File: src/rtl/bidir_timer8_pkg.sv
package bidir_timer8_pkg;

  typedef enum logic [2:0] {
    MODE_WRAP     = 3'd0,
    MODE_TRI_MAX  = 3'd1,
    MODE_CLR_A    = 3'd2,
    MODE_FAST_MAX = 3'd3,
    MODE_RSV4     = 3'd4,
    MODE_TRI_A    = 3'd5,
    MODE_RSV6     = 3'd6,
    MODE_FAST_A   = 3'd7
  } waveMode_e;

  // Strobes from control to datapath for one clock.
  typedef struct packed {
    logic load;
    logic inc;
    logic dec;
    logic clr;
    logic setDir;
    logic dirVal;
    logic setOvf;
  } ctlCmd_t;

endpackage

File: src/rtl/bt8_tick_gen.sv
module bt8_tick_gen #(
  parameter int PRE_W = 10,
  parameter int SEL_W = 3
) (
  input  logic             clk,
  input  logic             rstN,
  input  logic [SEL_W-1:0] clkSel,
  input  logic             srcExt,
  input  logic             extTick,
  output logic             tick
);
  localparam int RATIO_N = (1 << SEL_W) - 1;

  logic [PRE_W-1:0] preCnt;
  logic [PRE_W-1:0] divMask;
  logic             preTick;

  always_ff @(posedge clk) begin
    if (!rstN) preCnt <= '0;
    else       preCnt <= preCnt + 1'b1;
  end

  // Mask of prescaler bits that must all be ones for a tick.
  always_comb begin
    case (clkSel)
      3'd1:    divMask = PRE_W'(0);
      3'd2:    divMask = PRE_W'(7);
      3'd3:    divMask = PRE_W'(31);
      3'd4:    divMask = PRE_W'(63);
      3'd5:    divMask = PRE_W'(127);
      3'd6:    divMask = PRE_W'(255);
      default: divMask = PRE_W'(1023);
    endcase
  end

  assign preTick = ((preCnt & divMask) == divMask);
  assign tick    = (clkSel != '0) && (srcExt ? extTick : preTick);

  // ratio 1 from the prescaler ticks every cycle
  p_div1_r3: assert property (@(posedge clk) disable iff (!rstN)
    (clkSel == SEL_W'(1) && !srcExt) |-> tick);

  // a stopped source never ticks
  p_stop_r2: assert property (@(posedge clk) disable iff (!rstN)
    (clkSel == '0) |-> !tick);

  initial begin
    if (RATIO_N != 7) $display("bt8_tick_gen: select width not 3");
  end
endmodule

File: src/rtl/bt8_ctrl.sv
module bt8_ctrl
  import bidir_timer8_pkg::*;
#(
  parameter int CNT_W = 8
) (
  input  logic [2:0]       waveMode,
  input  logic [CNT_W-1:0] topValA,
  input  logic             tick,
  input  logic             cntWrEn,
  input  logic [CNT_W-1:0] cnt,
  input  logic             dirDown,
  output logic [CNT_W-1:0] topVal,
  output ctlCmd_t          cmd
);
  localparam logic [CNT_W-1:0] MAXV = '1;

  waveMode_e mode;
  logic      dualSlope;

  assign mode      = waveMode_e'(waveMode);
  assign dualSlope = (mode == MODE_TRI_MAX) || (mode == MODE_TRI_A);

  always_comb begin
    case (mode)
      MODE_CLR_A, MODE_TRI_A, MODE_FAST_A: topVal = topValA;
      default:                             topVal = MAXV;
    endcase
  end

  always_comb begin
    cmd = '0;
    if (cntWrEn) begin
      cmd.load = 1'b1;
    end else if (tick) begin
      if (dualSlope) begin
        if (cnt == '0) begin
          cmd.setOvf = 1'b1;
          cmd.setDir = 1'b1;
          cmd.dirVal = 1'b0;
          cmd.inc    = (topVal != '0);
        end else if (cnt >= topVal) begin
          cmd.setDir = 1'b1;
          cmd.dirVal = 1'b1;
          cmd.dec    = 1'b1;
        end else begin
          cmd.dec = dirDown;
          cmd.inc = !dirDown;
        end
      end else if (mode == MODE_CLR_A) begin
        cmd.setOvf = (cnt == MAXV);
        cmd.clr    = (cnt == topVal);
        cmd.inc    = (cnt != topVal);
      end else if (mode == MODE_FAST_A) begin
        cmd.setOvf = (cnt == topVal);
        cmd.clr    = (cnt == topVal);
        cmd.inc    = (cnt != topVal);
      end else begin
        cmd.setOvf = (cnt == MAXV);
        cmd.inc    = 1'b1;
      end
    end
  end

  // a host load excludes every count operation
  always_comb begin
    if (cmd.load) begin
      p_load_excl_r4: assert (!cmd.inc && !cmd.dec && !cmd.clr && !cmd.setOvf);
    end
  end
endmodule

File: src/rtl/bt8_datapath.sv
module bt8_datapath
  import bidir_timer8_pkg::*;
#(
  parameter int CNT_W = 8
) (
  input  logic             clk,
  input  logic             rstN,
  input  ctlCmd_t          cmd,
  input  logic [CNT_W-1:0] wrData,
  input  logic             flagClr,
  output logic [CNT_W-1:0] cnt,
  output logic             dirDown,
  output logic             ovfFlag
);
  always_ff @(posedge clk) begin
    if (!rstN) begin
      cnt     <= '0;
      dirDown <= 1'b0;
      ovfFlag <= 1'b0;
    end else begin
      if (cmd.load)     cnt <= wrData;
      else if (cmd.clr) cnt <= '0;
      else if (cmd.inc) cnt <= cnt + 1'b1;
      else if (cmd.dec) cnt <= cnt - 1'b1;
      if (cmd.setDir) dirDown <= cmd.dirVal;
      if (cmd.setOvf)      ovfFlag <= 1'b1;
      else if (flagClr)    ovfFlag <= 1'b0;
    end
  end

  // set wins over a coincident clear
  p_set_wins_r10: assert property (@(posedge clk) disable iff (!rstN)
    cmd.setOvf |=> ovfFlag);

  // a clear without set drops the flag
  p_clear_r10: assert property (@(posedge clk) disable iff (!rstN)
    (flagClr && !cmd.setOvf) |=> !ovfFlag);

  // without load or clear the count moves by at most one
  p_step_r8: assert property (@(posedge clk) disable iff (!rstN)
    (!cmd.load && !cmd.clr) |=>
      (cnt == $past(cnt) || cnt == $past(cnt) + 1'b1 || cnt == $past(cnt) - 1'b1));
endmodule

File: src/rtl/bidir_timer8.sv
module bidir_timer8
  import bidir_timer8_pkg::*;
#(
  parameter int CNT_W = 8,
  parameter int PRE_W = 10
) (
  input  logic             clk,
  input  logic             rstN,
  input  logic [2:0]       clkSel,
  input  logic             srcExt,
  input  logic             extTick,
  input  logic [2:0]       waveMode,
  input  logic [CNT_W-1:0] topValA,
  input  logic             cntWrEn,
  input  logic [CNT_W-1:0] cntWrData,
  output logic [CNT_W-1:0] cntRdData,
  output logic             atTop,
  output logic             atBottom,
  input  logic             ovfWrEn,
  input  logic             ovfWrBit,
  input  logic             intAck,
  input  logic             ovfMask,
  output logic             ovfFlag,
  output logic             irq
);
  logic             tick;
  logic [CNT_W-1:0] cnt;
  logic [CNT_W-1:0] topVal;
  logic             dirDown;
  ctlCmd_t          cmd;

  bt8_tick_gen #(.PRE_W(PRE_W), .SEL_W(3)) tick_i (
    .clk(clk), .rstN(rstN), .clkSel(clkSel), .srcExt(srcExt),
    .extTick(extTick), .tick(tick)
  );

  bt8_ctrl #(.CNT_W(CNT_W)) ctrl_i (
    .waveMode(waveMode), .topValA(topValA), .tick(tick), .cntWrEn(cntWrEn),
    .cnt(cnt), .dirDown(dirDown), .topVal(topVal), .cmd(cmd)
  );

  bt8_datapath #(.CNT_W(CNT_W)) dp_i (
    .clk(clk), .rstN(rstN), .cmd(cmd), .wrData(cntWrData),
    .flagClr((ovfWrEn && ovfWrBit) || intAck),
    .cnt(cnt), .dirDown(dirDown), .ovfFlag(ovfFlag)
  );

  assign cntRdData = cnt;
  assign atTop     = (cnt == topVal);
  assign atBottom  = (cnt == '0);
  assign irq       = ovfFlag && ovfMask;

  // a host load lands on the next edge
  p_wr_prio_r4: assert property (@(posedge clk) disable iff (!rstN)
    cntWrEn |=> (cntRdData == $past(cntWrData)));

  // stopped clock holds the count
  p_hold_r2: assert property (@(posedge clk) disable iff (!rstN)
    (clkSel == 3'd0 && !cntWrEn) |=> (cntRdData == $past(cntRdData)));

  // wrap from max with a tick every cycle
  p_wrap_r5: assert property (@(posedge clk) disable iff (!rstN)
    (waveMode == 3'd0 && clkSel == 3'd1 && !srcExt && !cntWrEn && cntRdData == '1)
      |=> (cntRdData == '0 && ovfFlag));
endmodule

File: config.mk
export PLATFORM = sky130hd
export DESIGN_NAME = bidir_timer8
export DESIGN_NICKNAME = d
export VERILOG_FILES = /design/src/rtl/bidir_timer8_pkg.sv /design/src/rtl/bt8_tick_gen.sv /design/src/rtl/bt8_ctrl.sv /design/src/rtl/bt8_datapath.sv /design/src/rtl/bidir_timer8.sv
export SDC_FILE = /design/constraint.sdc
export NUM_CORES = 1
export LEC_CHECK = 0
export ABC_CLOCK_PERIOD_IN_PS = 10200
export BUFFER_PORTS_ARGS = -buffer_cell sky130_fd_sc_hd__buf_2
export CAP_MARGIN = 20
export CORE_MARGIN = 5
export CORE_UTILIZATION = 49
export DETAILED_ROUTE_END_ITERATION = 8
export GPL_TIMING_DRIVEN = 0
export HOLD_SLACK_MARGIN = 0.06
export MAX_ROUTING_LAYER = met4
export PLACE_DENSITY = 0.75
export SYNTH_ARGS = -nofsm -noshare
export SYNTH_HDL_FRONTEND = slang
export SYNTH_SLANG_ARGS = --single-unit
File: constraint.sdc
create_clock -name clk -period 10.2 [get_ports clk]
set_input_delay 1.02 -clock clk [delete_from_list [all_inputs] [get_ports clk]]
set_output_delay 1.02 -clock clk [all_outputs]
set_load 0.005 [all_outputs]
# == Word level (Yosys, flattened, before mapping) ==
# Index checks and enable logic that the tools add are counted.
# op_classes
n_addsub,3
bitwise,1
muxes,30
reduce_logical,12
eq_ne,14
n_lt_le_gt_ge,1
# ops
cell,n
$pmux 10 s6,1
$mux 8,5
$mux 1,19
$eq 3x3->1 const B,5
$mux 6,2
$add 10x1->10 const B,1
$and 10x10->10,1
$eq 10x10->1,1
$eq 3x2->1 const B,3
$add 8x1->8 const B,1
$eq 8x8->1,1
$eq 8x8->1 const B,1
$ge 8x8->1,1
$logic_not 8->1,1
$ne 8x8->1,1
$reduce_bool 8->1,1
$sub 8x1->8 const B,1
$eq 3x1->1 const B,2
$mux 2,3
$reduce_bool 4->1,1
$logic_and 1x1->1,3
$reduce_bool 3->1,1
$reduce_or 3->1,1
$logic_or 1x1->1,2
other kinds (2),2
# totals
regBits,20
input_bits,31
output_inout_bits,12

# == Logic depth before layout (Yosys ltp) ==
# Gate-level depths: netlist of the first run.
# depth
depth_word,13
mapped_depth,16

# == Hierarchy ==
# A second synthesis of the first run with hierarchy kept.
# unflattened
hier_cells,232
hier_area_um2,1838.0
# modules_own_cells
module,cells_per_inst,seq_area_each_um2,area_each_um2,n_inst
bt8_datapath,88,200.2,735.7,1
bt8_ctrl,75,0.0,491.7,1
bt8_tick_gen,53,200.2,491.7,1
bidir_timer8,16,0.0,118.9,1

# == Least setup slack after synthesis of the first run ==
# No wires, ideal clock.
# synth_path
kind,input-to-reg
from,in waveMode[2]
to,reg dp_i.cnt[7]
cell_stages,15
t_arrival_ns,4.360
slack_ns,5.724
path_buffers,0
cell_sequence,nor2_1 > a21oi_4 > or2_2 > ha_1 > nand2b_1 > a21oi_1 > a21boi_0 > o211a_1 > or2_2 > ha_1 > and3_1 > a221o_1 > o41ai_2 > xnor3_1 > a41o_1
# synth_via
elab_chain_cells,12
elab_cells_between_ends,28
# synth_lines
item,line,source
"start, declared",bidir_timer8.sv:12,"input logic [2:0] waveMode,"
$eq 3x3->1 (tied with other cells),"bt8_ctrl.sv:24, bt8_ctrl.sv:53",
$reduce_or 3->1,bt8_ctrl.sv:24,case (mode)
$mux 8,bt8_ctrl.sv:24,
$ge 8x8->1 / $ne 8x8->1 (equally long branches),"bt8_ctrl.sv:41, bt8_ctrl.sv:52, bt8_ctrl.sv:56",
$mux 1 (on tied branches),"bt8_ctrl.sv:41, bt8_ctrl.sv:53",
$mux 1 (on tied branches),"bt8_ctrl.sv:36, bt8_ctrl.sv:49",
$mux 1,bt8_ctrl.sv:35,if (dualSlope) begin
$mux 6 (*),bt8_ctrl.sv:34,end else if (tick) begin
$mux 6 (*),bt8_ctrl.sv:32,if (cntWrEn) begin
$mux 8,bt8_datapath.sv:23,else if (cmd.inc) cnt <= cnt + 1'b1;
$mux 8,bt8_datapath.sv:22,else if (cmd.clr) cnt <= '0;
$mux 8,bt8_datapath.sv:21,if (cmd.load) cnt <= wrData;
"end signal, assigned",bt8_datapath.sv:21,
"end signal, assigned",bt8_datapath.sv:23,
"end signal, assigned",bt8_datapath.sv:24,else if (cmd.dec) cnt <= cnt - 1'b1;
"end, declared",bt8_datapath.sv:11,"output logic [CNT_W-1:0] cnt,"
# Every way passes the cells marked *; elsewhere a longest branch is shown, timed or not.
# A chain may end at the register's enable or synchronous reset.

# == Worst setup path in the final report of the first run ==
# layout_path
from,in waveMode[0]
to,reg dp_i.cnt[7]
# Same word-level chain as after synthesis.

==> results by group, run 1 <==
Yosys
  • Synth Area in Compound Gates: a little under a quarter
  • Synth Area in Adders: 13.1%
  • Largest family of logic cells by synthesized area: simple AND/OR/NAND/NOR gates
  • Cell area after synthesis: 0.00158 sq mm
  • Top FF cell, synth: dfxtp_1
  • Library cells used by synthesis: 49
  • Number of synthesized flops with an enable pin: 0
  • Synthesized net count: 240
  • Xor/xnor cell area share of the yosys netlist: about 7%
  • Avg Cell Area, Syn: between 8 and 9 sq um
  • Yosys reg bits: 20
  • Synth async-reset ratio: 0%
  • Cells after Synth: 193
  • Mux share of post-synthesis cell area: less than 1%
  • Sequential share of the synthesized area: 25.3%
  • Post-synthesis simple-gate area fraction: between 20 and 30%
  • Synth Warn #: 0

Global routing
  • Pin count of the biggest net entering global routing: 12
  • GRT overflow: 0
  • GRT Util Overall: 18.1%
  • Vias in the first global route: 1406
  • Initial antenna violation count: 0
  • Global-route wire length before repair: between 6 and 7 mm

Clock tree
  • Clk buf depth: 2
  • Clock-pin slew on the worst setup and hold paths: approximately 110 ps
  • CTS tree: done
  • CTS Buf Count: 3
  • Post-CTS Setup Bufs: 0
  • Cts repair resizes: 0
  • # hold bufs at CTS: 0
  • # clock sinks: 20
  • H-tree depth: 1
  • Worst-Skew Late Latency: 300 ps
  • Clock Root Buffer: clkbuf_4

Setup path
  • WP buf/inv: 1
  • WP data required: 10400 ps
  • CP Cell Sequence: buf_2 -> and2_1 -> a21oi_4 -> nor2_1 -> ha_1 -> and3_1 -> and3_1 -> a21oi_4 -> nand2_1 -> or2_2 -> ha_1 -> and3_1 -> a221o_1 -> o41ai_2 -> xnor3_1 -> a41o_1
  • Critical path type: in2reg
  • CP Capture Type: register
  • Worst setup SP type: input port
  • CP top delay family: simple AND/OR/NAND/NOR gates
  • Critical R2R Launch: dp_i.cnt[2]
  • Critical path's slowest cell: or2_2
  • CP Launch Point: waveMode[0]
  • WP data arrival: 4780 ps
  • Slowest stage delay, CP: approximately 370 ps
  • Critical Path Most Common Cell: and3_1
  • Crit-path max FO: 9

Timing
  • Setup violations, final: 0
  • Max Slew Vio Count: 0
  • Tcrit/Tclk final: 44.9%
  • Fin. Hold Viols: 0
  • Unrepaired setup endpoints after global routing: false
  • Slew @ Worst Pin: around 550 ps
  • Slew margin rel.: 62.8%
  • TNS Setup: 0 ps
  • Worst Skew: 5.39 ps
  • Fmax: 218 MHz
  • Final min period: between 4000 and 5000 ps

Place
  • GPL Wtd Cong: 0.889
  • HPWL after detailed placement: slightly below 3 mm
  • Port bufs: 41

Outcome
  • Status: finished clean

Finish
  • N_diodes: 0
  • Layout cell share with drive strength beyond 1: between 20% and 30%
  • Most common cell after layout, fill and taps aside: buf_2
  • Layout area overhead: 18.8%
  • Final #Nets: 286
  • Most frequent cells in the layout: buf_2, nor2_1, dfxtp_1

Power
  • Max IR drop VDD: 0.0744 mV
  • Power after layout: approximately 0.00020 W
  • Power per cell area: 107 mW/mm^2
  • Leakage: 0.868 nW

Detailed routing
  • Total wire length: 3.69 mm
  • Via-per-instance ratio: 5.45
  • DRC Markers: 0
  • Vias: 1537
  • Starting DRT DRC Count: 61
  • Total iterations of the first detailed-routing run: 4
  • Post-DRT Antenna Nets: 0
  • Routed len/inst: between 10 and 15 microns

Die
  • DIE HEIGHT: between 60 and 70 microns
  • Rows: 20
  • Core area: 0.00308 sq mm
  • IO Pins: 43
  • Die X: between 60 and 70 microns
  • Initial core utilization: 51.3%
  • Die area: between 0.004 and 0.005 sq mm

Run
  • Max cap viols: 0

Worst hold path
  • Hold_sp: tick_i.preCnt[0]
  • Hold Path Class: reg2reg
worst reg2reg max path, cell delays in order (launching register included):
cell	delay, ps
dfxtp_1	500
ha_1	300
and3_1	180
and3_1	250
a21oi_4	260
nand2_1	100
or2_2	370
ha_1	350
and3_1	200
a221o_1	350
o41ai_2	240
xnor3_1	270
a41o_1	240
cells in the mapped netlist (4+ instances only):
library cell / count / area share (%)
o211ai_1: 7 / 3.3
nor2_1: 26 / 6.2
nand2_1: 15 / 3.6
nand4_1: 4 / 1.6
o21ai_0: 8 / 2.5
and3_1: 5 / 2.0
a21oi_1: 7 / 2.2
and2_1: 4 / 1.6
xnor2_1: 7 / 3.9
ha_1: 15 / 12
inv_1: 8 / 1.9
a31oi_1: 6 / 2.4
nand3_1: 10 / 3.2
nor3_1: 4 / 1.3
dfxtp_1: 20 / 25
final cells by class:
cell class                      count  area, sq um
Fill cell                         314         1200
Multi-Input combinational cell    161         1130
Sequential cell                    20          400
Timing Repair Buffer               41          205
Tap cell                           44         55.1
Clock buffer                        4         36.3
Inverter                            9         33.8
Buffer                              3         16.3
path summary, 6_finish.rpt:
kind              cells past startpoint                to  slack (ps)
setup reg to reg                     12       dp_i.cnt[7]        6500
hold / removal                        1  tick_i.preCnt[0]         480
hold reg to reg                       1  tick_i.preCnt[0]         480
setup / recovery                     16       dp_i.cnt[7]        5620
cell families (layout without fill, tap and decap cells):
kind of cell / Yosys count / in the layout
buf+inv: 12 / 57
mux: 1 / 1
xor+xnor: 11 / 11
fa+ha+maj: 16 / 16
flops: 20 / 20
compound gates: 50 / 50
simple gates: 83 / 83
flip-flops by register name, indices dropped and copies added (netlist names):
name	cells
tick_i.preCnt	10
dp_i.dirDown	1
dp_i.ovfFlag	1
dp_i.cnt	8
power breakdown:
| group | switching (W) | internal [W] |
|---|---|---|
| registers | 0.00000726 | 0.0000822 |
| clock network | 0.0000239 | 0.0000218 |
| logic | 0.0000335 | 0.0000327 |
| total | 0.0000647 | 0.000137 |
per-layer routing:
layer	GRT usage, %	wire (microns)
met5	-	0
met4	1.52	8
met3	4.05	234
met2	29.5	1640
met1	23.9	1810
through the flow:
stage	setup WS [ps]	hold slack, ps	std cells	area [sq um]	util (%)
CTS	5630	483	282	1880	61.0
floorplan	5720	430	193	1580	-
global placement	5310	444	278	1840	59.8
finish	5620	478	282	1880	61.0
global route	5410	525	282	1880	61.0
detailed placement	5310	456	278	1840	59.8
(Power assumes the default switching activity.)
==> inputs of run 2 (changes only) <==
--- a/config.mk
+++ b/config.mk
@@ -5,7 +5,8 @@
 export SDC_FILE = /design/constraint.sdc
 export NUM_CORES = 1
 export LEC_CHECK = 0
-export ABC_CLOCK_PERIOD_IN_PS = 10200
+export ABC_AREA = 1
+export ABC_CLOCK_PERIOD_IN_PS = 4300
 export BUFFER_PORTS_ARGS = -buffer_cell sky130_fd_sc_hd__buf_2
 export CAP_MARGIN = 20
 export CORE_MARGIN = 5
==> constraint.sdc (replaced) <==
create_clock -name clk -period 4.3 [get_ports clk]
set_input_delay 0.43 -clock clk [delete_from_list [all_inputs] [get_ports clk]]
set_output_delay 0.43 -clock clk [all_outputs]
set_load 0.005 [all_outputs]
==> run 2 against run 1 <==
Effect of this change:
- power rose by 140%
- clock skew fell by 1.1 ps
- largest power group unchanged
- synthesized cell count rose by 28%
- worst hold slack got worse by 84 ps
- clock power rose by 130%
- largest cell class unchanged
- critical path type unchanged
- global-route usage fell by 0.53 points
==> results by group, run 2 <==
Yosys
  • Cell area after synthesis: 0.00163 sq mm (+3.2%)
  • Most frequent cells after synthesis: nand2_1, nor2_1, inv_1, dfxtp_1, a21oi_1
  • Synth async-reset ratio: 0% (unchanged)
  • Cells after Synth: 247 (+28%)
  • Synthesized net count: 294 (+23%)
  • Top area cells in the synthesized netlist: dfxtp_1, nand2_1, ha_1
  • Area leader, netlist: dfxtp_1
  • Yosys reg bits: 20 (unchanged)
  • Count leader, synth: nand2_1
  • Sequential share of the synthesized area: 24.5% (-0.80 points)
  • Synth top area share: 24.5% (-0.80 points)
  • Top FF cell, synth: dfxtp_1
  • Avg Cell Area, Syn: 6.61 sq um (-19%)
  • Number of synthesized flops with an enable pin: 0 (unchanged)
  • Synth Warn #: 0 (unchanged)
  • Library cells used by synthesis: 31 (-37%)

Setup path
  • Crit-path max FO: 8 (-1)
  • WP buf/inv: 2 (+1)
  • Slowest stage delay, CP: 320 ps (-50 ps)
  • Critical Path Most Common Cell: nand2_1
  • WP data arrival: 3670 ps (-1110 ps)
  • WP data required: 4530 ps (-5870 ps)
  • Worst setup SP type: input port
  • CP Cell Sequence: buf_2 -> nor2_1 -> a21oi_4 -> or2_2 -> ha_1 -> nand4_1 -> nor2_1 -> nor2_1 -> nand2_1 -> nand2_1 -> nand3_1 -> nor2_2 -> inv_1 -> ha_1 -> a21oi_1 -> o21ai_0 -> nand2_1 -> nand2_1 -> a21oi_1 -> xor2_1 -> nand2_1 -> a31oi_1
  • Critical path's slowest cell: ha_1
  • CP Capture Type: register
  • Critical path type: in2reg
  • CP top delay family: simple AND/OR/NAND/NOR gates

Timing
  • Fmax: 291 MHz
  • Unrepaired setup endpoints after global routing: false
  • Max Slew Vio Count: 0 (unchanged)
  • Setup violations, final: 0 (unchanged)
  • Slew margin rel.: 79.1% (+16 points)
  • Tcrit/Tclk final: approximately 80%
  • Worst Skew: 4.24 ps (-1.15 ps)
  • Final min period: 3430 ps
  • Fin. Hold Viols: 0 (unchanged)
  • TNS Setup: 0 ps (unchanged)
  • Slew @ Worst Pin: 309 ps (-244 ps)
  • Setup ws final: 868 ps (-4750 ps)

Finish
  • Largest reg by FF count: tick_i.preCnt
  • Layout cell share with drive strength beyond 1: 20.2% (-2.5 points)
  • Final #Nets: 340 (+19%)
  • Largest register FFs: 10 (unchanged)
  • N_diodes: 0 (unchanged)
  • Final non-filler cell total: 338 (+20%)
  • Layout area overhead: 18.3%
  • Largest regs: tick_i.preCnt x10, dp_i.cnt x8
  • Most frequent cells in the layout: nand2_1, nor2_1, buf_2
  • Fill cells: 335 (+6.7%)
  • Final core utilization: 58.8% (-2.2 points)
  • Most common cell after layout, fill and taps aside: nand2_1

Clock tree
  • Clk buf depth: 2 (unchanged)
  • Worst-Skew Late Latency: 290 ps (about the same)
  • Clock-pin slew on the worst setup and hold paths: 110 ps (about the same)
  • CTS tree: done
  • # clock sinks: 20 (unchanged)
  • CTS Buf Count: 3 (unchanged)
  • H-tree depth: 1 (unchanged)
  • Clock Root Buffer: clkbuf_4
  • # hold bufs at CTS: 0 (unchanged)
  • Cts repair resizes: 0 (unchanged)
  • Post-CTS Setup Bufs: 0 (unchanged)

Power
  • Leakage: 0.998 nW (+15%)
  • Power per cell area: 249 mW/mm^2 (+130%)
  • Max IR drop VDD: 0.162 mV (+120%)
  • Power after layout: 0.000481 W (+140%)

Die
  • Initial core utilization: 49.7% (-1.7 points)
  • Die X: 67.7 microns (+1.4%)
  • Die area: 0.00458 sq mm (+2.8%)
  • Core area: 0.00328 sq mm (+6.7%)
  • DIE HEIGHT: 67.7 microns (+1.4%)
  • Rows: 21 (+5.0%)
  • IO Pins: 43 (unchanged)

Place
  • Port bufs: 41 (unchanged)
  • Placed cells: 334 (+20%)
  • Pre-CTS setup slack: 554 ps (-4760 ps)
  • GPL Wtd Cong: 0.861 (-3.1%)
  • HPWL after detailed placement: 3.02 mm (+1.2%)

Global routing
  • Met1 Usage GRT: 21.7% (-2.2 points)
  • Initial antenna violation count: 0 (unchanged)
  • GRT Util Overall: 17.6% (-0.53 points)
  • Busiest layer in global routing: met2
  • Pin count of the biggest net entering global routing: 12 (unchanged)
  • GRT overflow: 0 (unchanged)
  • Vias in the first global route: 1462 (+4.0%)
  • Global-route wire length before repair: 6.11 mm (-0.57%)
  • Met2 global-route usage: 30.5% (+1.0 points)
  • Met3 usage: 3.49% (-0.55 points)

Detailed routing
  • Total wire length: 3.61 mm (-2.3%)
  • Via-per-instance ratio: 4.92 (-9.7%)
  • Vias: 1663 (+8.2%)
  • Post-DRT Antenna Nets: 0 (unchanged)
  • Total iterations of the first detailed-routing run: 4 (unchanged)
  • Starting DRT DRC Count: 81 (+33%)
  • DRC Markers: 0 (unchanged)
  • Routed len/inst: 10.7 microns (-19%)

Outcome
  • Status: finished clean

Run
  • Max cap viols: 0 (unchanged)

Worst hold path
  • Hold Path Class: in2reg
==> run 2: kinds of logic (layout without fill, tap and decap cells) <==
| family | after synthesis | count (layout) | synth area share, % |
|---|---|---|---|
| xor+xnor | 7 | 7 | 3.76 |
| fa+ha+maj | 16 | 16 | 12.7 |
| buf+inv | 37 | 82 | 8.97 |
| simple gates | 127 | 127 | 35.4 |
| flops | 20 | 20 | 24.5 |
| compound gates | 40 | 40 | 14.6 |
==> run 2: power breakdown <==
| group | total (W) | internal, W | switching [W] |
|---|---|---|---|
| Clock | 0.000107 | 0.0000516 | 0.0000555 |
| Sequential | 0.000213 | 0.000195 | 0.0000180 |
| Combinational | 0.000161 | 0.0000706 | 0.0000905 |
==> run 2: cell type report <==
cell class | count | area, sq um | area share [%]
Buffer | 2 | 15.0 | 0.778
Clock buffer | 4 | 36.3 | 1.88
Inverter | 35 | 131 | 6.80
Multi-Input combinational cell | 190 | 1080 | 56.2
Sequential cell | 20 | 400 | 20.7
Tap cell | 46 | 57.6 | 2.98
Timing Repair Buffer | 41 | 205 | 10.6
==> run 2: layer usage <==
layer / vias to the layer above / routed length (microns)
met3: 2 / 279
li1: 904 / -
met5: - / 0
met4: 0 / 13
met1: 712 / 1640
met2: 45 / 1680
==> run 2: tightest hold or removal path, stage by stage <==
cell and delay [ps]:
buf_2 70, nand3b_1 90, a21oi_1 60
==> run 2: per-stage QoR <==
step | instance area, sq um | hold WS [ps]
2_1_floorplan | 1630 | 437
3_3_place_gp | 1890 | 455
3_5_place_dp | 1890 | 463
4_1_cts | 1930 | 385
5_1_grt | 1930 | 376
6_report | 1930 | 395
==> run 2: worst paths after layout <==
check | from | slack [ps] | cells past startpoint | endpoint
max | waveMode[2] | 870 | 22 | dp_i.cnt[6]
min | intAck | 390 | 3 | dp_i.ovfFlag
max reg2reg | dp_i.cnt[0] | 1070 | 19 | dp_i.cnt[6]
min reg2reg | tick_i.preCnt[9] | 490 | 2 | tick_i.preCnt[9]
